**src/rtl/tsb_ptr_pkg.sv**
```systemverilog
// Package: shared constants and the read-select encoding of the pointer unit.
// Assumes the smallest page is 8 KB and that table entries are 16 bytes.
package tsb_ptr_pkg;
    localparam int unsigned PAGE_SHIFT     = 13;  // 8 KB page offset width
    localparam int unsigned BIG_SHIFT      = 16;  // 64 KB page offset width
    localparam int unsigned ENTRY_SHIFT    = 4;   // 16-byte entries
    localparam int unsigned MIN_ENTRY_LOG2 = 9;   // 512 entries at size 0
    localparam int unsigned SPLIT_POS      = 12;  // layout bit in config readback

    typedef enum logic [1:0] {
        RD_CFG   = 2'd0,
        RD_TAG   = 2'd1,
        RD_SMALL = 2'd2,
        RD_BIG   = 2'd3
    } rd_sel_e;
endpackage

```
**src/rtl/tsb_cfg_reg.sv**
```systemverilog
// Table configuration register: holds the base, layout bit and size code.
// Assumes the base is supplied already without its page-offset bits.
module tsb_cfg_reg #(
    parameter int unsigned ADDR_W = 64,
    parameter int unsigned SIZE_W = 3,
    localparam int unsigned VPN_W = ADDR_W - tsb_ptr_pkg::PAGE_SHIFT
) (
    input  logic              clk,
    input  logic              rst_n,
    input  logic              wr_en,
    input  logic [VPN_W-1:0]  wr_base,
    input  logic              wr_split,
    input  logic [SIZE_W-1:0] wr_size,
    output logic [ADDR_W-1:0] base,
    output logic              split,
    output logic [SIZE_W-1:0] size
);
    import tsb_ptr_pkg::*;

    logic [VPN_W-1:0] base_q;

    // Load all three fields on a write, clear them on reset.
    always_ff @(posedge clk) begin
        if (!rst_n) begin
            base_q <= '0;
            split  <= 1'b0;
            size   <= '0;
        end else if (wr_en) begin
            base_q <= wr_base;
            split  <= wr_split;
            size   <= wr_size;
        end
    end

    // Present the base as a full byte address.
    assign base = {base_q, {PAGE_SHIFT{1'b0}}};

    p_cfg_load_r2: assert property (@(posedge clk) disable iff (!rst_n)
        wr_en |=> (base[ADDR_W-1:PAGE_SHIFT] == $past(wr_base)) &&
                  (split == $past(wr_split)) && (size == $past(wr_size)));

    p_cfg_hold_r10: assert property (@(posedge clk) disable iff (!rst_n)
        !wr_en |=> $stable(base) && $stable(split) && $stable(size));
endmodule

```
**src/rtl/tsb_tag_reg.sv**
```systemverilog
// Tag-access register: VA bits above the 8 KB offset plus a context.
// Hardware capture wins over a software write in the same cycle.
module tsb_tag_reg #(
    parameter int unsigned ADDR_W = 64,
    parameter int unsigned CTX_W  = 13,
    localparam int unsigned VPN_W = ADDR_W - tsb_ptr_pkg::PAGE_SHIFT
) (
    input  logic             clk,
    input  logic             rst_n,
    input  logic             cap_en,
    input  logic [VPN_W-1:0] cap_vpn,
    input  logic [CTX_W-1:0] cap_ctx,
    input  logic             sw_en,
    input  logic [VPN_W-1:0] sw_vpn,
    input  logic [CTX_W-1:0] sw_ctx,
    output logic [VPN_W-1:0] vpn,
    output logic [CTX_W-1:0] ctx
);
    // Capture has priority; otherwise a software write loads the register.
    always_ff @(posedge clk) begin
        if (!rst_n) begin
            vpn <= '0;
            ctx <= '0;
        end else if (cap_en) begin
            vpn <= cap_vpn;
            ctx <= cap_ctx;
        end else if (sw_en) begin
            vpn <= sw_vpn;
            ctx <= sw_ctx;
        end
    end

    p_tag_cap_r7: assert property (@(posedge clk) disable iff (!rst_n)
        cap_en |=> (vpn == $past(cap_vpn)) && (ctx == $past(cap_ctx)));

    p_tag_sw_r8: assert property (@(posedge clk) disable iff (!rst_n)
        (sw_en && !cap_en) |=> (vpn == $past(sw_vpn)) && (ctx == $past(sw_ctx)));

    p_cap_prio_r9: assert property (@(posedge clk) disable iff (!rst_n)
        (sw_en && cap_en) |=> (ctx == $past(cap_ctx)));

    p_tag_hold_r10: assert property (@(posedge clk) disable iff (!rst_n)
        (!sw_en && !cap_en) |=> $stable(vpn) && $stable(ctx));
endmodule

```
**src/rtl/tsb_ptr_calc.sv**
```systemverilog
// Pointer former for one page size: masks the base to the table size,
// inserts the VA index as a 16-byte entry offset and, for the large-page
// variant in split layout, selects the upper abutting table.
module tsb_ptr_calc #(
    parameter int unsigned ADDR_W    = 64,
    parameter int unsigned SIZE_W    = 3,
    parameter int unsigned IDX_SHIFT = 13,
    parameter bit          USE_SPLIT = 1'b0
) (
    input  logic [ADDR_W-1:0] base,
    input  logic              split,
    input  logic [SIZE_W-1:0] size,
    input  logic [ADDR_W-1:0] va,
    output logic [ADDR_W-1:0] ptr
);
    import tsb_ptr_pkg::*;

    localparam logic [ADDR_W-1:0] ONES = '1;

    int unsigned       tbl_lsb;
    int unsigned       idx_bits;
    logic [ADDR_W-1:0] base_keep;
    logic [ADDR_W-1:0] idx;
    logic [ADDR_W-1:0] upper;

    // Derive table extent from the size code, then assemble the pointer.
    always_comb begin
        tbl_lsb   = PAGE_SHIFT + 32'(size);
        idx_bits  = MIN_ENTRY_LOG2 + 32'(size);
        base_keep = ONES << tbl_lsb;
        idx       = (va >> IDX_SHIFT) & ~(ONES << idx_bits);
        upper     = (USE_SPLIT && split) ? (ADDR_W'(1) << tbl_lsb) : '0;
        ptr       = (base & base_keep) | (idx << ENTRY_SHIFT) | upper;
    end
endmodule

```
**src/rtl/tsb_ptr_unit.sv**
```systemverilog
// Top: configuration and tag-access registers, two pointer formers and a
// combinational read port. Assumes CTX_W <= 13 and ADDR_W >= 40.
module tsb_ptr_unit #(
    parameter int unsigned ADDR_W = 64,
    parameter int unsigned SIZE_W = 3,
    parameter int unsigned CTX_W  = 13,
    localparam int unsigned VPN_W = ADDR_W - tsb_ptr_pkg::PAGE_SHIFT
) (
    input  logic              clk,
    input  logic              rst_n,
    input  logic              cfg_wr_en,
    input  logic [VPN_W-1:0]  cfg_wr_base,
    input  logic              cfg_wr_split,
    input  logic [SIZE_W-1:0] cfg_wr_size,
    input  logic              tag_wr_en,
    input  logic [VPN_W-1:0]  tag_wr_vpn,
    input  logic [CTX_W-1:0]  tag_wr_ctx,
    input  logic              cap_en,
    input  logic [VPN_W-1:0]  cap_vpn,
    input  logic [CTX_W-1:0]  cap_ctx,
    input  logic [1:0]        rd_sel,
    output logic [ADDR_W-1:0] rd_data
);
    import tsb_ptr_pkg::*;

    logic [ADDR_W-1:0] base;
    logic              split;
    logic [SIZE_W-1:0] size;
    logic [VPN_W-1:0]  vpn;
    logic [CTX_W-1:0]  ctx;
    logic [ADDR_W-1:0] va;
    logic [ADDR_W-1:0] ptr [2];
    logic [ADDR_W-1:0] cfg_view;
    logic [ADDR_W-1:0] tag_view;

    tsb_cfg_reg #(.ADDR_W(ADDR_W), .SIZE_W(SIZE_W)) cfg_i (
        .clk(clk), .rst_n(rst_n), .wr_en(cfg_wr_en),
        .wr_base(cfg_wr_base), .wr_split(cfg_wr_split), .wr_size(cfg_wr_size),
        .base(base), .split(split), .size(size)
    );

    tsb_tag_reg #(.ADDR_W(ADDR_W), .CTX_W(CTX_W)) tag_i (
        .clk(clk), .rst_n(rst_n),
        .cap_en(cap_en), .cap_vpn(cap_vpn), .cap_ctx(cap_ctx),
        .sw_en(tag_wr_en), .sw_vpn(tag_wr_vpn), .sw_ctx(tag_wr_ctx),
        .vpn(vpn), .ctx(ctx)
    );

    assign va = {vpn, {PAGE_SHIFT{1'b0}}};

    // One former per page size: index 0 is 8 KB, index 1 is 64 KB.
    for (genvar g = 0; g < 2; g++) begin : g_ptr
        tsb_ptr_calc #(
            .ADDR_W(ADDR_W), .SIZE_W(SIZE_W),
            .IDX_SHIFT(g == 0 ? PAGE_SHIFT : BIG_SHIFT),
            .USE_SPLIT(g == 1)
        ) calc_i (
            .base(base), .split(split), .size(size), .va(va), .ptr(ptr[g])
        );
    end

    // Build the software-visible views of the two registers.
    always_comb begin
        cfg_view = base;
        cfg_view[SPLIT_POS] = split;
        cfg_view[SIZE_W-1:0] = size;
        tag_view = va | ADDR_W'(ctx);
    end

    // Read port multiplexer.
    always_comb begin
        case (rd_sel_e'(rd_sel))
            RD_CFG:   rd_data = cfg_view;
            RD_TAG:   rd_data = tag_view;
            RD_SMALL: rd_data = ptr[0];
            default:  rd_data = ptr[1];
        endcase
    end

    p_big_split_r5: assert property (@(posedge clk) disable iff (!rst_n)
        split |-> ptr[1][PAGE_SHIFT + 32'(size)]);

    p_big_common_r4: assert property (@(posedge clk) disable iff (!rst_n)
        !split |-> (ptr[1][PAGE_SHIFT + 32'(size)] == base[PAGE_SHIFT + 32'(size)]));
endmodule

```
**config.mk**
```make
export PLATFORM = sky130hd
export DESIGN_NAME = tsb_ptr_unit
export DESIGN_NICKNAME = d
export VERILOG_FILES = /design/src/rtl/tsb_ptr_pkg.sv /design/src/rtl/tsb_cfg_reg.sv /design/src/rtl/tsb_tag_reg.sv /design/src/rtl/tsb_ptr_calc.sv /design/src/rtl/tsb_ptr_unit.sv
export SDC_FILE = /design/constraint.sdc
export NUM_CORES = 1
export LEC_CHECK = 0
export ABC_CLOCK_PERIOD_IN_PS = 3000
export BUFFER_PORTS_ARGS = -buffer_cell sky130_fd_sc_hd__buf_2
export CAP_MARGIN = 20
export CORE_ASPECT_RATIO = 0.6
export CORE_MARGIN = 4
export CORE_UTILIZATION = 30
export CTS_BUF_LIST = sky130_fd_sc_hd__clkbuf_4 sky130_fd_sc_hd__clkbuf_8
export DETAILED_ROUTE_END_ITERATION = 10
export REMOVE_ABC_BUFFERS = 1
export SKIP_LAST_GASP = 1
export SLEW_MARGIN = 20
export SYNTH_ARGS = -nofsm -noshare
export SYNTH_HDL_FRONTEND = slang
export SYNTH_SLANG_ARGS = --single-unit
```
**constraint.sdc**
```tcl
create_clock -name clk -period 3 [get_ports clk]
set_input_delay 0.3 -clock clk [delete_from_list [all_inputs] [get_ports clk]]
set_output_delay 0.3 -clock clk [all_outputs]
set_load 0.02 [all_outputs]
```
==> flow_summary.toml, run 1 <==
[timing]
worst_slew_pin_slew_ps = 1030
setup_ws_ps = 56.4
timing.fmax_mhz = 340
skew_ps = 0
setup_viol_count_final = 0
period_share = 0.981
rsz0062_at_grt = "true"
slew_headroom = 0.312
whs_ps = 79.7
period_minus_slack_ps = 2940
drv_slew = 0
hold_viol_final = 0

[placed_design]
io_buffers = 253
dp.cells = 1456
dp_worst_setup_slack_ps = 202
hpwl_mm = 20.8
gp_congestion = 0.963

[floorplanning]
start_util = 0.306
coreArea_sq_mm = 0.0243
die_h_um = 130
row_count = 44
pin_count = 254
die_area_sq_mm = 0.0274
die_x_um = 211

[logic_synthesis]
synth.avg_cell_area_sq_um = 7.98
synth_ff_type = "dfxtp_1"
async_reset_ff_frac = 0
syn_area_sq_mm = 0.00743
yosysSeqAreaShare = 0.321
netlist_instances = 931
ys_types = 57
ys_seq_elements = 119
yosys_warnings = 0
synth_edf_count = 0

[clock_tree]
cts.sinks = 119
cts_buffer_depth = 2
clk_pin_slew_ps = 80
cts_made_buffers = 17
clkLatencyLatePin_ps = 480
tritoncts = "yes"
cts_max_level = 4
cts-root-buf = "clkbuf_8"
cts_hold_buf = 0

[route]
wl_per_cell_um = 18.8
wl_mm = 28.2
ant_nets = 0
drt_iter0_drc = 585
vias = 7658
drt-pass1-iter-count = 6
vias_per_cell = 5.11
drc = 0

[worst_setup_path]
worst-endpoint-required_ps = 2700
r2r-end = "tag_i.vpn[9]$_SDFFE_PN0P_"
worstSetupPathType = "reg2out"
cp_max_fo = 7
worst_setup_path_start_kind = "flip-flop"
rr_worst_depth = 3
arrival_ps = 2640
r2r_slack_ps = 2080
end_kind = "output port"
timing.rr.start = "tag_i.vpn[9]$_SDFFE_PN0P_"

[cells_and_area]
fin_nets = 1365
final_layout_size_suffix_gt1_frac = 0.300
stdcell_count = 1499
area_delta_synth_final_pct = 28.8
antenna_cells = 0

[grt]
grt_pass1_wl_mm = 41.9
gr-total-overflow = 0
grt_max_degree = 120
grt_pass1_vias = 7137
grt_use_total = 0.200
antenna_found_initial = 2

[min_path]
worst_hold_path.num_cells = 3
min_to = "cfg_i.base_q[14]$_SDFFE_PN0P_"
hp-start = "cfg_wr_base[14]"
holdCritPathClass = "in2reg"

[pwr]
leakage_nw = 4.59
power_density_mw_per_mm2 = 441
peakVddDrop_uv = 279

[outcome]
status = "finished, final reports clean"

[flow_run]
max_cap_violations = 0
## layout by cell type (no fill, tap or decap), drive strengths merged, types with 6 or more instances in the layout
cell type	netlist	routed
o211ai	6	6
inv	14	13
buf	44	295
mux2i	133	133
nor2b	58	58
nor3	7	7
a21oi	31	31
clkbuf	36	23
dfxtp	119	119
nand2	181	181
a41o	8	8
a211oi	15	15
ha	10	10
a221o	7	7
nand3	6	6
and2	68	68
o21ai	88	88
nor2	22	22
## flip-flops by register name (all words and copies together) (netlist names)
register      flops
cfg_i.base_q     51
tag_i.ctx        13
cfg_i.split       1
cfg_i.size        3
tag_i.vpn        51
## metrics by stage
step / instance area [sq um] / setup TNS [ps] / util / total power, mW
6_report: 9570 / 0 / 0.394 / 4.22
5_1_grt: 9570 / -477 / 0.394 / 4.46
4_1_cts: 9430 / -12.2 / 0.388 / 4.24
3_5_place_dp: 9010 / 0 / 0.371 / 2.75
3_3_place_gp: 9010 / 0 / 0.371 / 2.74
2_1_floorplan: 7060 / -295 / - / 2.26
## timing repair
action	CTS	global route
hold endpoints to repair	0	0
buffers inserted	0	12
endpoints found under the setup margin	31	21
resized for setup	9	17
pin swaps	0	4
## cells by family after synthesis
group	Yosys count	share of synthesized area
multiplexers	134	0.181
AO/OA/AOI/OAI	217	0.194
flip-flops	119	0.321
AND/OR/NAND/NOR	356	0.231
adder cells (fa/ha/maj)	10	0.0168
buffers and inverters	95	0.0571
## worst max-delay path by stage
stage	slack (ps)	from	cells past startpoint	to
2_1_floorplan	-210	cfg_i.size[1]$_SDFFE_PN0P_	7	rd_data[17]
3_3_place_gp	310	cfg_i.size[0]$_SDFFE_PN0P_	8	rd_data[17]
6_report	60	cfg_i.size[0]$_SDFFE_PN0P_	9	rd_data[10]
4_1_cts	-10	cfg_i.size[0]$_SDFFE_PN0P_	8	rd_data[17]
5_1_grt	-70	cfg_i.size[0]$_SDFFE_PN0P_	9	rd_data[10]
3_5_place_dp	200	cfg_i.size[0]$_SDFFE_PN0P_	8	rd_data[17]
## cell usage after synthesis (7+ instances only)
cell / n / area [sq um]
mux2i_1: 133 / 1330
buf_2: 35 / 175
inv_1: 14 / 52.6
a41o_1: 8 / 80.1
nor2b_1: 58 / 363
and2_1: 68 / 425
a221o_1: 7 / 70.1
dfxtp_1: 119 / 2380
nand2_1: 181 / 679
clkbuf_1: 35 / 131
ha_1: 10 / 125
nor3_1: 7 / 35.0
a21oi_1: 30 / 150
nor2_1: 22 / 82.6
o21ai_0: 88 / 440
a211oi_1: 14 / 105
## power by group
group	internal (mW)	switching (mW)	total, mW
Sequential	1.68	0.0893	1.77
Clock	0.749	0.708	1.46
Combinational	0.433	0.561	0.994
Total	2.86	1.36	4.22
## per-layer routing
layer | track usage | routed length [um] | vias up
met5 | 0 | 21 | -
li1 | - | - | 3717
met3 | 0.0793 | 3010 | 28
met2 | 0.274 | 11200 | 332
met1 | 0.295 | 13700 | 3577
met4 | 0.0389 | 233 | 4
## area by class of cell
class,instances,area (sq um)
clock buffer,23,304
clock inverter,8,72.6
timing repair buffer,295,1630
fill,2539,14700
tap,322,403
inverter,15,60.1
sequential,119,2380
multi-input combinational,717,4710
## worst max-delay path: stages, from the launching register on
cell     delay (ps)
dfxtp_1         350
ha_1            190
inv_2            70
ha_4            320
buf_2           200
buf_4           170
nand2_1         100
nor2_2          360
a221o_1         220
buf_2           180
No activity file was read; power rests on OpenSTA's default activity.
==> run 2, diff against run 1 <==
--- a/config.mk
+++ b/config.mk
@@ -11,7 +11,7 @@
 export CORE_ASPECT_RATIO = 0.6
 export CORE_MARGIN = 4
 export CORE_UTILIZATION = 30
-export CTS_BUF_LIST = sky130_fd_sc_hd__clkbuf_4 sky130_fd_sc_hd__clkbuf_8
+export CTS_BUF_LIST = sky130_fd_sc_hd__clkbuf_16
 export DETAILED_ROUTE_END_ITERATION = 10
 export REMOVE_ABC_BUFFERS = 1
 export SKIP_LAST_GASP = 1
==> run 2 against run 1 <==
Clock skew unchanged. Worst setup slack improved by 39 ps. Die area unchanged. Power increased by 9.5%. Clock power increased by 28%. Fmax increased by 1.3%. Critical path depth unchanged. Sequential cell count unchanged. Wire length decreased by 0.13%. Global-route usage increased by 0.068 points. Largest power group is now the clock network. First-iteration DRC count increased by 0.68%.
==> flow_summary.toml, run 2 (synthesized netlist as in run 1, its figures left out) <==
[outcome]
status = "finished, final reports clean"

[timing]
worst_slew_pin_slew_ps = 1020
period_minus_slack_ps = 2900
skew_ps = 0
drv_slew = 0
rsz0062_at_grt = "true"
setup_ws_ps = 95.1
setup_viol_count_final = 0
period_share = 0.968
timing.fmax_mhz = 344
hold_viol_final = 0
slew_headroom = 0.320

[route]
wl_per_cell_um = 18.9
drt-pass1-iter-count = 5
wl_mm = 28.2
drc = 0
vias = 7665
vias_per_cell = 5.14
ant_nets = 0
drt_iter0_drc = 589

[clock_tree]
tritoncts = "yes"
cts_made_buffers = 17
cts-root-buf = "clkbuf_16"
clkLatencyLatePin_ps = 440
clk_pin_slew_ps = 60
cts_buffer_depth = 2
cts_hold_buf = 0
cts.sinks = 119
cts_max_level = 4

[floorplanning]
pin_count = 254
die_area_sq_mm = 0.0274
die_x_um = 211
start_util = 0.306
row_count = 44
die_h_um = 130
coreArea_sq_mm = 0.0243

[placed_design]
io_buffers = 253
dp_worst_setup_slack_ps = 202
hpwl_mm = 20.8
gp_congestion = 0.963
dp.cells = 1456

[cells_and_area]
nFillCells = 2521
register_area_sq_mm = 0.00238
final_common_cell = "buf_2"
final_layout_size_suffix_gt1_frac = 0.285
top_regs = "cfg_i.base_q (51), tag_i.vpn (51), tag_i.ctx (13)"
fin_nets = 1358
multi_input_area_sq_mm = 0.00469
stdcell_count = 1492
layout_common_cells = "buf_2, nand2_1, mux2i_1"
area_delta_synth_final_pct = 29.7
antenna_cells = 0

[worst_setup_path]
crit_buf_inv = 5
crit_family = "buffers and inverters"
worst-endpoint-required_ps = 2700
cp_slowest_cell = "ha_4"
cp_max_fo = 12
arrival_ps = 2600
worstPathCellList = "ha_1 > inv_1 > ha_4 > clkinvlp_4 > clkbuf_2 > buf_4 > a211oi_1 > a221o_1 > buf_2"
worstSetupPathType = "reg2out"
max_stage_delay_ps = 390
end_kind = "output port"
worst_setup_path_start_kind = "flip-flop"

[pwr]
leakage_nw = 4.60
peakVddDrop_uv = 337
power_density_mw_per_mm2 = 480

[grt]
grt_use_total = 0.200
gr-total-overflow = 0
grt_pass1_vias = 7106
antenna_found_initial = 2
grt_pass1_wl_mm = 42.1
grt_max_degree = 120

[flow_run]
max_cap_violations = 0

[min_path]
holdCritPathClass = "in2reg"
## run 2: changes by cell type in the layout (fill, tap and decap cells not counted), moves of 2 or more
cell,change
inv_1,+3
buf_4,-8
o21bai_2,-2
clkinv_1,+4
o21bai_1,+2
clkbuf_8,-21
clkbuf_16,+17
clkbuf_4,-2
## run 2: area by class of cell
cell class	instances	share of cell area
multi-input combinational	717	0.487
sequential	119	0.247
timing repair buffer	288	0.164
clock buffer	17	0.0442
tap	322	0.0418
clock inverter	14	0.00988
inverter	15	0.00624
## run 2: power breakdown
group	total [mW]	internal (mW)	leakage [nW]	switching (mW)
sequential	1.77	1.68	0.984	0.0893
clock	1.87	1.10	0.257	0.769
combinational	0.976	0.420	3.36	0.556
total	4.62	3.21	4.60	1.41
## run 2: tightest hold or removal path: cells and delay by family
kind                   cells  cell delay (ps)
buffers and inverters      1               70
multiplexers               1               60
AND/OR/NAND/NOR            1              100
## run 2: path summary, 6_finish.rpt
check,startpoint,endpoint,slack [ps],depth (start not counted)
setup / recovery,cfg_i.size[0]$_SDFFE_PN0P_,rd_data[7],100,9
hold / removal,cfg_wr_base[20],cfg_i.base_q[20]$_SDFFE_PN0P_,120,3
setup reg to reg,tag_i.vpn[16]$_SDFFE_PN0P_,tag_i.vpn[16]$_SDFFE_PN0P_,2080,3
hold reg to reg,cfg_i.base_q[13]$_SDFFE_PN0P_,cfg_i.base_q[13]$_SDFFE_PN0P_,510,2
## run 2: metal layers
layer / track usage / up-vias / share of wire
met4: 0.0541 / 4 / 0.012
met2: 0.271 / 338 / 0.40
li1: - / 3710 / -
met1: 0.299 / 3582 / 0.49
met3: 0.0694 / 31 / 0.10
met5: 0 / - / 0.00075
## run 2: repair_timing
| item | 4_1_cts | 5_1_grt |
|---|---|---|
| gates resized for setup | 5 | 10 |
| gates cloned | 0 | 0 |
| hold endpoints to repair | 0 | 0 |
| pin swaps | 0 | 2 |
| endpoints found under the setup margin | 26 | 9 |
| setup buffers | 0 | 5 |
## run 2: per-stage QoR
stage / util / hold WS (ps) / setup TNS (ps) / area, sq um / power [mW]
final: 0.397 / 120 / 0 / 9630 / 4.62
after CTS: 0.393 / 91.2 / 0 / 9550 / 4.67
after global placement: 0.371 / 496 / 0 / 9010 / 2.74
after global routing: 0.397 / 113 / -163 / 9630 / 4.86
after floorplan: - / 422 / -295 / 7060 / 2.26
after detailed placement: 0.371 / 501 / 0 / 9010 / 2.75
==> run 3, diff against run 2 <==
--- a/config.mk
+++ b/config.mk
@@ -5,14 +5,14 @@
 export SDC_FILE = /design/constraint.sdc
 export NUM_CORES = 1
 export LEC_CHECK = 0
-export ABC_CLOCK_PERIOD_IN_PS = 3000
-export BUFFER_PORTS_ARGS = -buffer_cell sky130_fd_sc_hd__buf_2
+export BUFFER_PORTS_ARGS = -buffer_cell sky130_fd_sc_hd__buf_4
 export CAP_MARGIN = 20
 export CORE_ASPECT_RATIO = 0.6
 export CORE_MARGIN = 4
-export CORE_UTILIZATION = 30
+export CORE_UTILIZATION = 51
 export CTS_BUF_LIST = sky130_fd_sc_hd__clkbuf_16
 export DETAILED_ROUTE_END_ITERATION = 10
+export PLACE_DENSITY = 0.81
 export REMOVE_ABC_BUFFERS = 1
 export SKIP_LAST_GASP = 1
 export SLEW_MARGIN = 20
==> run 3 against run 2 <==
Non-clock buffer count decreased by 8. Combinational power increased by 8%. Count of clock-buffer cells in the layout unchanged. Worst setup slack got worse by 48 ps. Critical path type unchanged. Largest power group unchanged.
==> flow_summary.toml, run 3 (synthesized netlist as in run 1, its figures left out) <==
[outcome]
status = "finished, final reports clean"

[clock_tree]
cts-root-buf = "clkbuf_16"
cts_buffer_depth = 2
cts.sinks = 119
tritoncts = "yes"
clkLatencyLatePin_ps = 410
clk_pin_slew_ps = 60
cts_made_buffers = 17
post_cts_buffers = 0
cts_max_level = 4

[cells_and_area]
final_common_cell = "buf_4"
final_layout_size_suffix_gt1_frac = 0.279
layout_common_cells = "buf_4, nand2_1, mux2i_1"
top_regs = "cfg_i.base_q (51), tag_i.vpn (51), tag_i.ctx (13)"
antenna_cells = 0
fin_nets = 1350
area_delta_synth_final_pct = 35.4

[pwr]
switchingPower_mw = 1.44
seq_power_share = 0.362
comb_power_share = 0.216
switching_share = 0.296
peakVddDrop_uv = 358
p_clk_frac = 0.422
leakage_nw = 4.77
power_density_mw_per_mm2 = 485
power.internal_mw = 3.44

[min_path]
worst_hold_path.num_cells = 3
holdCritPathClass = "in2reg"
min_to = "cfg_i.size[0]$_SDFFE_PN0P_"
hp-start = "cfg_wr_size[0]"

[grt]
grt_pass1_vias = 7310
gr-total-overflow = 0
grt_use_total = 0.297
antenna_found_initial = 0
grt_pass1_wl_mm = 39.4
grt_max_degree = 120

[floorplanning]
row_count = 33
die_h_um = 101
start_util = 0.532
pin_count = 254
coreArea_sq_mm = 0.0140
die_x_um = 164
die_area_sq_mm = 0.0166

[timing]
hold_viol_final = 0
whs_ps = 152
slew_headroom = 0.368
period_minus_slack_ps = 2950
tns_ps = 0
drv_slew = 0
timing.fmax_mhz = 339
skew_ps = 0
worst_slew_pin_slew_ps = 948
period_share = 0.984
setup_viol_count_final = 0

[worst_setup_path]
worst_setup_path_start_kind = "flip-flop"
rr_worst_depth = 3
crit_top_cell = "buf_4"
crit_buf_inv = 3
worstSetupPathType = "reg2out"
cp_max_fo = 13
r2r_slack_ps = 2080
timing.rr.start = "tag_i.vpn[19]$_SDFFE_PN0P_"
worst-endpoint-required_ps = 2700
r2r-end = "tag_i.vpn[19]$_SDFFE_PN0P_"
cp_slowest_cell = "ha_2"
worstPathCellList = "buf_4 > inv_1 > ha_2 > nand2_1 > a21o_1 > a32o_1 > a22oi_1 > buf_4"
crit_family = "compound AO/OA/AOI/OAI gates"
arrival_ps = 2650
max_stage_delay_ps = 460
end_kind = "output port"

[flow_run]
max_cap_violations = 0

[route]
drt-pass1-iter-count = 6
wl_mm = 25.6
drt_iter0_drc = 972
vias_per_cell = 5.67
wl_per_cell_um = 18.9
vias = 7687
drc = 0
ant_nets = 0

[placed_design]
gp_congestion = 1.02
hpwl_mm = 18.5
io_buffers = 253
-- run 3: changes by cell type in the layout (fill, tap and decap cells not counted), moves of 3 or more --
cell	delta
inv_6	+7
buf_2	-248
clkinv_1	-4
buf_4	+241
clkinv_2	-3
-- run 3: cell type report --
class                   count  area [sq um]
inverters                  15          56.3
well taps                 192           240
flip-flops and latches    119          2380
fillers                  1140          3900
clock inverters            15           165
repair buffers            280          2140
clock buffers              17           425
multi-input cells         717          4650
-- run 3: worst max-delay path by stage --
stage	from	end	cells after the start
after floorplan	cfg_i.size[1]$_SDFFE_PN0P_	rd_data[17]	7
after global placement	cfg_i.size[0]$_SDFFE_PN0P_	rd_data[22]	8
after CTS	cfg_i.size[0]$_SDFFE_PN0P_	rd_data[20]	8
after detailed placement	cfg_i.size[1]$_SDFFE_PN0P_	rd_data[22]	8
after global routing	cfg_i.size[0]$_SDFFE_PN0P_	rd_data[13]	8
final	cfg_i.size[0]$_SDFFE_PN0P_	rd_data[25]	8
-- run 3: metal layers --
layer | part of all wire | GRT usage | vias up
li1 | - | - | 3690
met1 | 0.45 | 0.432 | 3527
met2 | 0.42 | 0.433 | 438
met3 | 0.12 | 0.0891 | 32
met4 | 0.011 | 0.0741 | 0
met5 | 0 | 0 | -
-- run 3: metrics by stage --
step                setup slack (ps)   util  area (sq um)  power (mW)  instances
finish                          47.3  0.720         10100        4.88       1355
global route                   -14.7  0.720         10100        5.07       1355
CTS                             23.4  0.720         10000        4.89       1355
detailed placement               359  0.677          9450        2.83       1323
global placement                 427  0.677          9450        2.82       1323
floorplan                       -214      -          7060        2.26        851
-- run 3: worst min-delay path: stages --
cell,delay (ps)
buf_4,70
mux2i_1,50
nor2b_1,90
-- run 3: power by group through the flow --
stage	logic, mW	registers (mW)	clock network [mW]
6_report	1.05	1.77	2.06
5_1_grt	1.14	1.78	2.15
4_1_cts	1.04	1.76	2.09
3_5_place_dp	1.03	1.80	0
3_3_place_gp	1.02	1.79	0
2_1_floorplan	0.492	1.77	0
-- run 3: what timing repair did --
action,in CTS,in global routing
endpoints found under the setup margin,9,16
resized for setup,3,2
hold endpoints to repair,0,0
hold buffers,0,0
cloned,0,0
